==> src/rtl/spi_slv_pkg.sv <==
`timescale 1ns/1ps
package spi_slv_pkg;
   localparam logic [1:0] A_CFG  = 2'd0;
   localparam logic [1:0] A_STAT = 2'd1;
   localparam logic [1:0] A_DATA = 2'd2;
   localparam logic [1:0] A_CKD  = 2'd3;

   localparam int CF_IE   = 7;
   localparam int CF_LVL  = 6;
   localparam int CF_LEN  = 2;
   localparam int CF_PHA  = 1;
   localparam int CF_POL  = 0;
   localparam logic [7:0] CF_MASK = 8'hC7;

   localparam int ST_DONE = 0;
   localparam int ST_OVR  = 1;
   localparam int ST_WCOL = 2;
   localparam int ST_MF   = 3;
   localparam int NFLAGS  = 4;
endpackage

==> src/rtl/spi_slv_sync.sv <==
`timescale 1ns/1ps
module spi_slv_sync #(
   parameter int         STAGES  = 2,
   parameter int         W       = 1,
   parameter logic [W-1:0] RST_VAL = '0
) (
   input  logic         clk,
   input  logic         rst_n,
   input  logic [W-1:0] d,
   output logic [W-1:0] q
);
   logic [STAGES-1:0][W-1:0] stg;

   generate
      if (STAGES < 2) begin : g_bad_stages
         $error("spi_slv_sync: STAGES must be at least 2");
      end
   endgenerate

   always_ff @(posedge clk or negedge rst_n) begin
      if (!rst_n) stg <= {STAGES{RST_VAL}};
      else        stg <= {stg[STAGES-2:0], d};
   end

   assign q = stg[STAGES-1];
endmodule

==> src/rtl/spi_slv_shift.sv <==
`timescale 1ns/1ps
module spi_slv_shift #(
   parameter int WORD_W = 16
) (
   input  logic              clk,
   input  logic              rst_n,
   input  logic              sck_s,
   input  logic              mosi_s,
   input  logic              sel,
   input  logic              cpol,
   input  logic              cpha,
   input  logic              wide,
   input  logic [WORD_W-1:0] tx_word,
   output logic              miso,
   output logic              done,
   output logic              mfault,
   output logic [WORD_W-1:0] rx_word
);
   localparam int HALF = WORD_W / 2;
   localparam int CW   = $clog2(WORD_W);
   localparam logic [CW-1:0] LAST_W = CW'(WORD_W - 1);
   localparam logic [CW-1:0] LAST_H = CW'(HALF - 1);

   logic              sck_q, sel_q, skip;
   logic [CW-1:0]     cnt;
   logic [WORD_W-1:0] tx_sh, rx_sh, rx_next, load_val;
   logic              rise, fall, act, inact, smp, drv;
   logic [CW-1:0]     last;

   assign rise     = sck_s & ~sck_q;
   assign fall     = ~sck_s & sck_q;
   assign act      = cpol ? fall : rise;
   assign inact    = cpol ? rise : fall;
   assign smp      = cpha ? inact : act;
   assign drv      = cpha ? act : inact;
   assign last     = wide ? LAST_W : LAST_H;
   assign rx_next  = {rx_sh[WORD_W-2:0], mosi_s};
   assign load_val = wide ? tx_word : {{(WORD_W-HALF){1'b0}}, tx_word[HALF-1:0]};
   assign miso     = wide ? tx_sh[WORD_W-1] : tx_sh[HALF-1];

   always_ff @(posedge clk or negedge rst_n) begin
      if (!rst_n) begin
         sck_q   <= 1'b0;
         sel_q   <= 1'b0;
         skip    <= 1'b0;
         cnt     <= '0;
         tx_sh   <= '0;
         rx_sh   <= '0;
         rx_word <= '0;
         done    <= 1'b0;
         mfault  <= 1'b0;
      end else begin
         sck_q  <= sck_s;
         sel_q  <= sel;
         done   <= 1'b0;
         mfault <= 1'b0;
         if (!sel) begin
            cnt <= '0;
            if (sel_q && cnt != '0) mfault <= 1'b1;
         end else if (!sel_q) begin
            tx_sh <= load_val;
            skip  <= cpha;
            cnt   <= '0;
         end else if (smp) begin
            rx_sh <= rx_next;
            if (cnt == last) begin
               cnt     <= '0;
               done    <= 1'b1;
               rx_word <= wide ? rx_next
                               : {{(WORD_W-HALF){1'b0}}, rx_next[HALF-1:0]};
               tx_sh   <= load_val;
               skip    <= 1'b1;
            end else begin
               cnt <= cnt + 1'b1;
            end
         end else if (drv) begin
            if (skip) skip  <= 1'b0;
            else      tx_sh <= {tx_sh[WORD_W-2:0], 1'b0};
         end
      end
   end
endmodule

==> src/rtl/spi_slave_ctl.sv <==
`timescale 1ns/1ps
module spi_slave_ctl
   import spi_slv_pkg::*;
#(
   parameter int WORD_W      = 16,
   parameter int SYNC_STAGES = 2
) (
   input  logic              clk,
   input  logic              rst_n,
   input  logic              reg_wr,
   input  logic              reg_rd,
   input  logic [1:0]        reg_addr,
   input  logic [WORD_W-1:0] reg_wdata,
   output logic [WORD_W-1:0] reg_rdata,
   input  logic              sck,
   input  logic              mosi,
   input  logic              ss,
   output logic              miso,
   output logic              irq
);
   generate
      if (WORD_W < 8 || (WORD_W % 2) != 0) begin : g_bad_width
         $error("spi_slave_ctl: WORD_W must be even and at least 8");
      end
   endgenerate

   logic [7:0]        cfg_q, ckd_q;
   logic [WORD_W-1:0] tx_q, rx_word;
   logic [NFLAGS-1:0] flags, fl_set, fl_clr;
   logic              rx_full, sel, sh_done, mfault;
   logic              sck_s, mosi_s, ss_s;
   logic              wr_data, wr_stat;

   spi_slv_sync #(.STAGES(SYNC_STAGES), .W(3), .RST_VAL(3'b100)) u_sync (
      .clk(clk), .rst_n(rst_n),
      .d({ss, mosi, sck}),
      .q({ss_s, mosi_s, sck_s})
   );

   assign sel = cfg_q[CF_LVL] ? ss_s : ~ss_s;

   spi_slv_shift #(.WORD_W(WORD_W)) u_shift (
      .clk(clk), .rst_n(rst_n),
      .sck_s(sck_s), .mosi_s(mosi_s), .sel(sel),
      .cpol(cfg_q[CF_POL]), .cpha(cfg_q[CF_PHA]), .wide(cfg_q[CF_LEN]),
      .tx_word(tx_q), .miso(miso), .done(sh_done), .mfault(mfault),
      .rx_word(rx_word)
   );

   assign wr_data = reg_wr && reg_addr == A_DATA;
   assign wr_stat = reg_wr && reg_addr == A_STAT;

   always_comb begin
      fl_set          = '0;
      fl_set[ST_DONE] = sh_done;
      fl_set[ST_OVR]  = sh_done & rx_full;
      fl_set[ST_WCOL] = wr_data & sel;
      fl_set[ST_MF]   = mfault;
      fl_clr          = wr_stat ? reg_wdata[NFLAGS-1:0] : '0;
   end

   always_ff @(posedge clk or negedge rst_n) begin
      if (!rst_n) begin
         cfg_q   <= '0;
         ckd_q   <= '0;
         tx_q    <= '0;
         flags   <= '0;
         rx_full <= 1'b0;
      end else begin
         if (reg_wr && reg_addr == A_CFG) cfg_q <= reg_wdata[7:0] & CF_MASK;
         if (reg_wr && reg_addr == A_CKD) ckd_q <= reg_wdata[7:0];
         if (wr_data && !sel)             tx_q  <= reg_wdata;
         flags <= (flags & ~fl_clr) | fl_set;
         if (sh_done)                               rx_full <= 1'b1;
         else if (reg_rd && reg_addr == A_DATA)     rx_full <= 1'b0;
      end
   end

   always_comb begin
      case (reg_addr)
         A_CFG:   reg_rdata = WORD_W'(cfg_q);
         A_STAT:  reg_rdata = WORD_W'({sel, flags});
         A_DATA:  reg_rdata = rx_word;
         default: reg_rdata = WORD_W'(ckd_q);
      endcase
   end

   assign irq = cfg_q[CF_IE] & (|flags);
endmodule

==> config.mk <==
export PLATFORM = sky130hd
export DESIGN_NAME = spi_slave_ctl
export DESIGN_NICKNAME = d
export VERILOG_FILES = /design/src/rtl/spi_slv_pkg.sv /design/src/rtl/spi_slv_sync.sv /design/src/rtl/spi_slv_shift.sv /design/src/rtl/spi_slave_ctl.sv
export SDC_FILE = /design/constraint.sdc
export NUM_CORES = 1
export LEC_CHECK = 0
export CAP_MARGIN = 20
export CELL_PAD_IN_SITES_DETAIL_PLACEMENT = 1
export CELL_PAD_IN_SITES_GLOBAL_PLACEMENT = 1
export CORE_ASPECT_RATIO = 1.2
export CORE_MARGIN = 3
export CORE_UTILIZATION = 42
export DETAILED_ROUTE_END_ITERATION = 6
export PLACE_DENSITY_LB_ADDON = 0.1
export SYNTH_ARGS = -nofsm -noshare
export SYNTH_HDL_FRONTEND = slang
export SYNTH_SLANG_ARGS = --single-unit
==> constraint.sdc <==
create_clock -name clk -period 2.1 [get_ports clk]
set_input_delay 0.42 -clock clk [delete_from_list [all_inputs] [get_ports clk]]
set_output_delay 0.42 -clock clk [all_outputs]
set_load 0.03 [all_outputs]
==> metrics.md <==
| Metric | Value |
|---|---|
| Post-route cell area | `between 0.005 and 0.006 sq mm` |
| Syn Nets | `roughly 370` |
| Vias in the first global route | `around 3000` |
| DR WL/cell | `approximately 18 um` |
| Vias | `2833` |
| Final worst-path cycle share | `0.9872` |
| Placed Area | `between 0.005 and 0.006 sq mm` |
| Filler Cell Count | `998` |
| Crit path max-delay family | `multiplexers` |
| Die height | `between 100 and 150 um` |
| Clock Skew | `about 0.008 ns` |
| Die area | `around 0.012 sq mm` |
| Share of layout cells above drive strength 1 | `0.3885` |
| Critical path peak fanout | `16` |
| Die Width | `98.41 um` |
| CP Data Required Time | `2.32 ns` |
| Max_cap viols | `0` |
| Hold Crit Class | `in2async` |
| Dpl cells | `between 500 and 600` |
| Sink Count | `96` |
| Post-Syn Area per Cell | `~13 sq um` |
| EDFF count, synth | `0` |
| Synth cell count leaders | `94 x dfrtp_1, 70 x mux2_2, 42 x nand2_1` |
| Final hold violation count | `0` |
| CTS buffer count | `9` |
| Area Growth Syn to Fin | `26.63%` |
| Top-count cell post-synth | `dfrtp_1` |
| Nets | `between 400 and 500` |
| Antenna Violating Nets Remaining | `0` |
| Critical Path Sink Type | `register` |
| Highest-delay cell along the critical path | `dfrtp_2` |
| First-pass GRT wire length | `roughly 16000 um` |
| Critical Path AT | `2.30 ns` |
| Reg clk slew, reported paths | `about 0.07 ns` |
| Minimum hold slack | `a little under 0.1 ns` |
| Setup crit start kind | `register` |
| Yosys warns | `0` |
| Starting Density | `0.4410` |
| Crit. Startpoint | `cfg_q[1]` |
| Setup-failing EPs final | `0` |
| H-Tree Level Count | `3` |
| Initial DRC Count | `107` |
| Skew-Pair Late Insertion Delay | `~0.34 ns` |
| PortBufs | `42` |
| Power Density | `1029 mW/mm^2` |
| Synth cell types | `38` |
| Post-Place Setup Slack | `-0.5735 ns` |
| Post-synth ARST share | `1.000` |
| Setup WS post-layout | `0.02679 ns` |
| Core ar. | `0.009759 sq mm` |
| Mapped cell area | `roughly 0.0043 sq mm` |
| Initial antenna violation count | `0` |
| Fmax | `just under 0.5 GHz` |
| Final WL | `9754 um` |
| Status | `completed` |
| GP Congestion | `~0.74` |
| Fin. max-slew vios | `0` |
| CTS tree | `yes` |
| Leakage power | `2.508 nW` |
| Post-synth top area share | `0.5465` |
| Max IR drop VDD | `between 0.5 and 0.6 mV` |
| Synth area leader | `dfrtp_1` |
| Gr usage total | `0.1828` |
| Pre-antenna DRT Iters | `4` |
| Layout Cells excl Fill | `between 500 and 600` |
| N_diodes | `0` |
| Normalized max-slew margin | `0.6443` |
| Largest stage delay, worst path | `about 0.44 ns` |
| Site row count | `39` |
| Sequential area share after synthesis | `0.5587` |
| Worst slew pin tran | `0.5335 ns` |
| Avg Vias per Cell | `roughly 5.2` |
| Congestion Overflow GR | `0` |
| Top FF cell, synth | `dfrtp_1` |
| Largest cells by area after synthesis | `dfrtp_1 55%, mux2_2 18%, nand2_1 3.7%` |
| Clock buffer depth | `2` |
| Buffers plus inverters on the worst setup path | `1` |
| Clock tree root driver cell | `clkbuf_16` |
| Mapped Cells | `342` |
| RSZ-0062 raised after global routing | `yes` |
| # IOs | `between 40 and 50` |
| DP HPWL | `around 6500 um` |
| Detailed-route DRC error count | `0` |
| Crit path cell chain | `xor2_4 > mux2_4 > and3_4 > a211oi_4 > buf_12 > mux2_2` |
| Min cycle time layout | `2.073 ns` |
| Critical path type | `reg2reg` |
| Synth Register Bits | `96` |
| RR Startpoint | `cfg_q[1]` |
| Pin count of the biggest net entering global routing | `97` |
[routing by layer]
layer | global-route usage | routed length, um
met4 | 0.06557 | 174
met5 | 0 | 0
met3 | 0.04031 | 232
met2 | 0.3117 | 4978
met1 | 0.2314 | 4369
[final cells by class]
type | instances | area (sq um) | share of cell area
Sequential cell | 96 | 2407 | 0.4417
Multi-Input combinational cell | 223 | 1817 | 0.3333
Timing Repair Buffer | 76 | 754.5 | 0.1384
Clock buffer | 9 | 225.2 | 0.04132
Tap cell | 123 | 153.9 | 0.02824
Clock inverter | 7 | 70.07 | 0.01286
Inverter | 6 | 22.52 | 0.004132
[power by group]
part	switching, mW	internal [mW]	leakage [nW]	total [mW]
combinational	0.610	0.827	1.13	1.44
clock	0.721	0.923	0.146	1.64
sequential	0.279	2.25	1.23	2.53
[worst paths after layout]
| check | slack (ns) | cells after the start | end |
|---|---|---|---|
| worst max-delay path | 0.03 | 6 | u_shift.tx_sh[4] |
| max in group asynchronous | 1.56 | 2 | u_sync.stg[2] |
| worst min register to register | 0.35 | 0 | u_sync.q[1] |
| min in group clk | 0.35 | 0 | u_sync.q[1] |
| worst min-delay path | 0.1 | 2 | ckd_q[0] |
| worst max register to register | 0.03 | 6 | u_shift.tx_sh[4] |
[repair_timing]
action                                  CTS  global route
endpoints found under the setup margin   17            24
hold buffers                              0             0
endpoints found under the hold margin     0             0
buffers inserted                          5             1
resized for setup                        42            11
cloned                                    2             0
pin swaps                                 0             0
[cell usage in the layout, fill, tap and decap left out, drive strengths merged, types with 3 or more instances in the layout]
| master | instances |
|---|---|
| clkinv | 4 |
| buf | 47 |
| nor2 | 13 |
| nor2b | 5 |
| nand2 | 42 |
| inv | 7 |
| mux4 | 3 |
| a21o | 3 |
| a21oi | 6 |
| o21ai | 21 |
| mux2 | 81 |
| clkbuf | 10 |
| clkdlybuf4s50 | 21 |
| clkdlybuf4s15 | 3 |
| dfrtp | 94 |
| nand3 | 12 |
| a22o | 3 |
| mux2i | 4 |
| and2 | 10 |
[kinds of logic after synthesis]
logic type,after synthesis,synth area share
flops,96,0.5587
simple gates,89,0.09593
mux,88,0.2456
compound gates,40,0.05843
buf+inv,23,0.02558
xor+xnor,4,0.009886
fa+ha+maj,2,0.005813
[sequential cells by signal (all words and copies together), names as in the netlist]
name and cells:
u_sync.stg 3, u_shift.cnt 4, u_shift.tx_sh 16, ckd_q 8, u_shift.skip 1, u_shift.done 1
u_shift.sck_q 1, u_shift.mfault 1, u_sync.q 3, cfg_q 5, u_shift.rx_sh 15, tx_q 16
u_shift.rx_word 16, rx_full 1, flags 4, u_shift.sel_q 1
[worst reg2reg max path, delay by kind of cell, from the launching register on]
kind	cells	cell delay, ns
simple gates	1	0.21
xor+xnor	1	0.19
flops	1	0.44
buf+inv	1	0.20
mux	2	0.74
compound gates	1	0.19
[stage by stage]
| stage | utilization | TNS (ns) | total power, mW |
|---|---|---|---|
| floorplan | - | -0.7679 | 3.472 |
| global placement | 0.5165 | -7.199 | 3.920 |
| detailed placement | 0.5165 | -8.837 | 3.991 |
| CTS | 0.5541 | 0 | 5.661 |
| global route | 0.5585 | -0.1754 | 5.929 |
| finish | 0.5585 | 0 | 5.608 |
(Power assumes the default switching activity.)
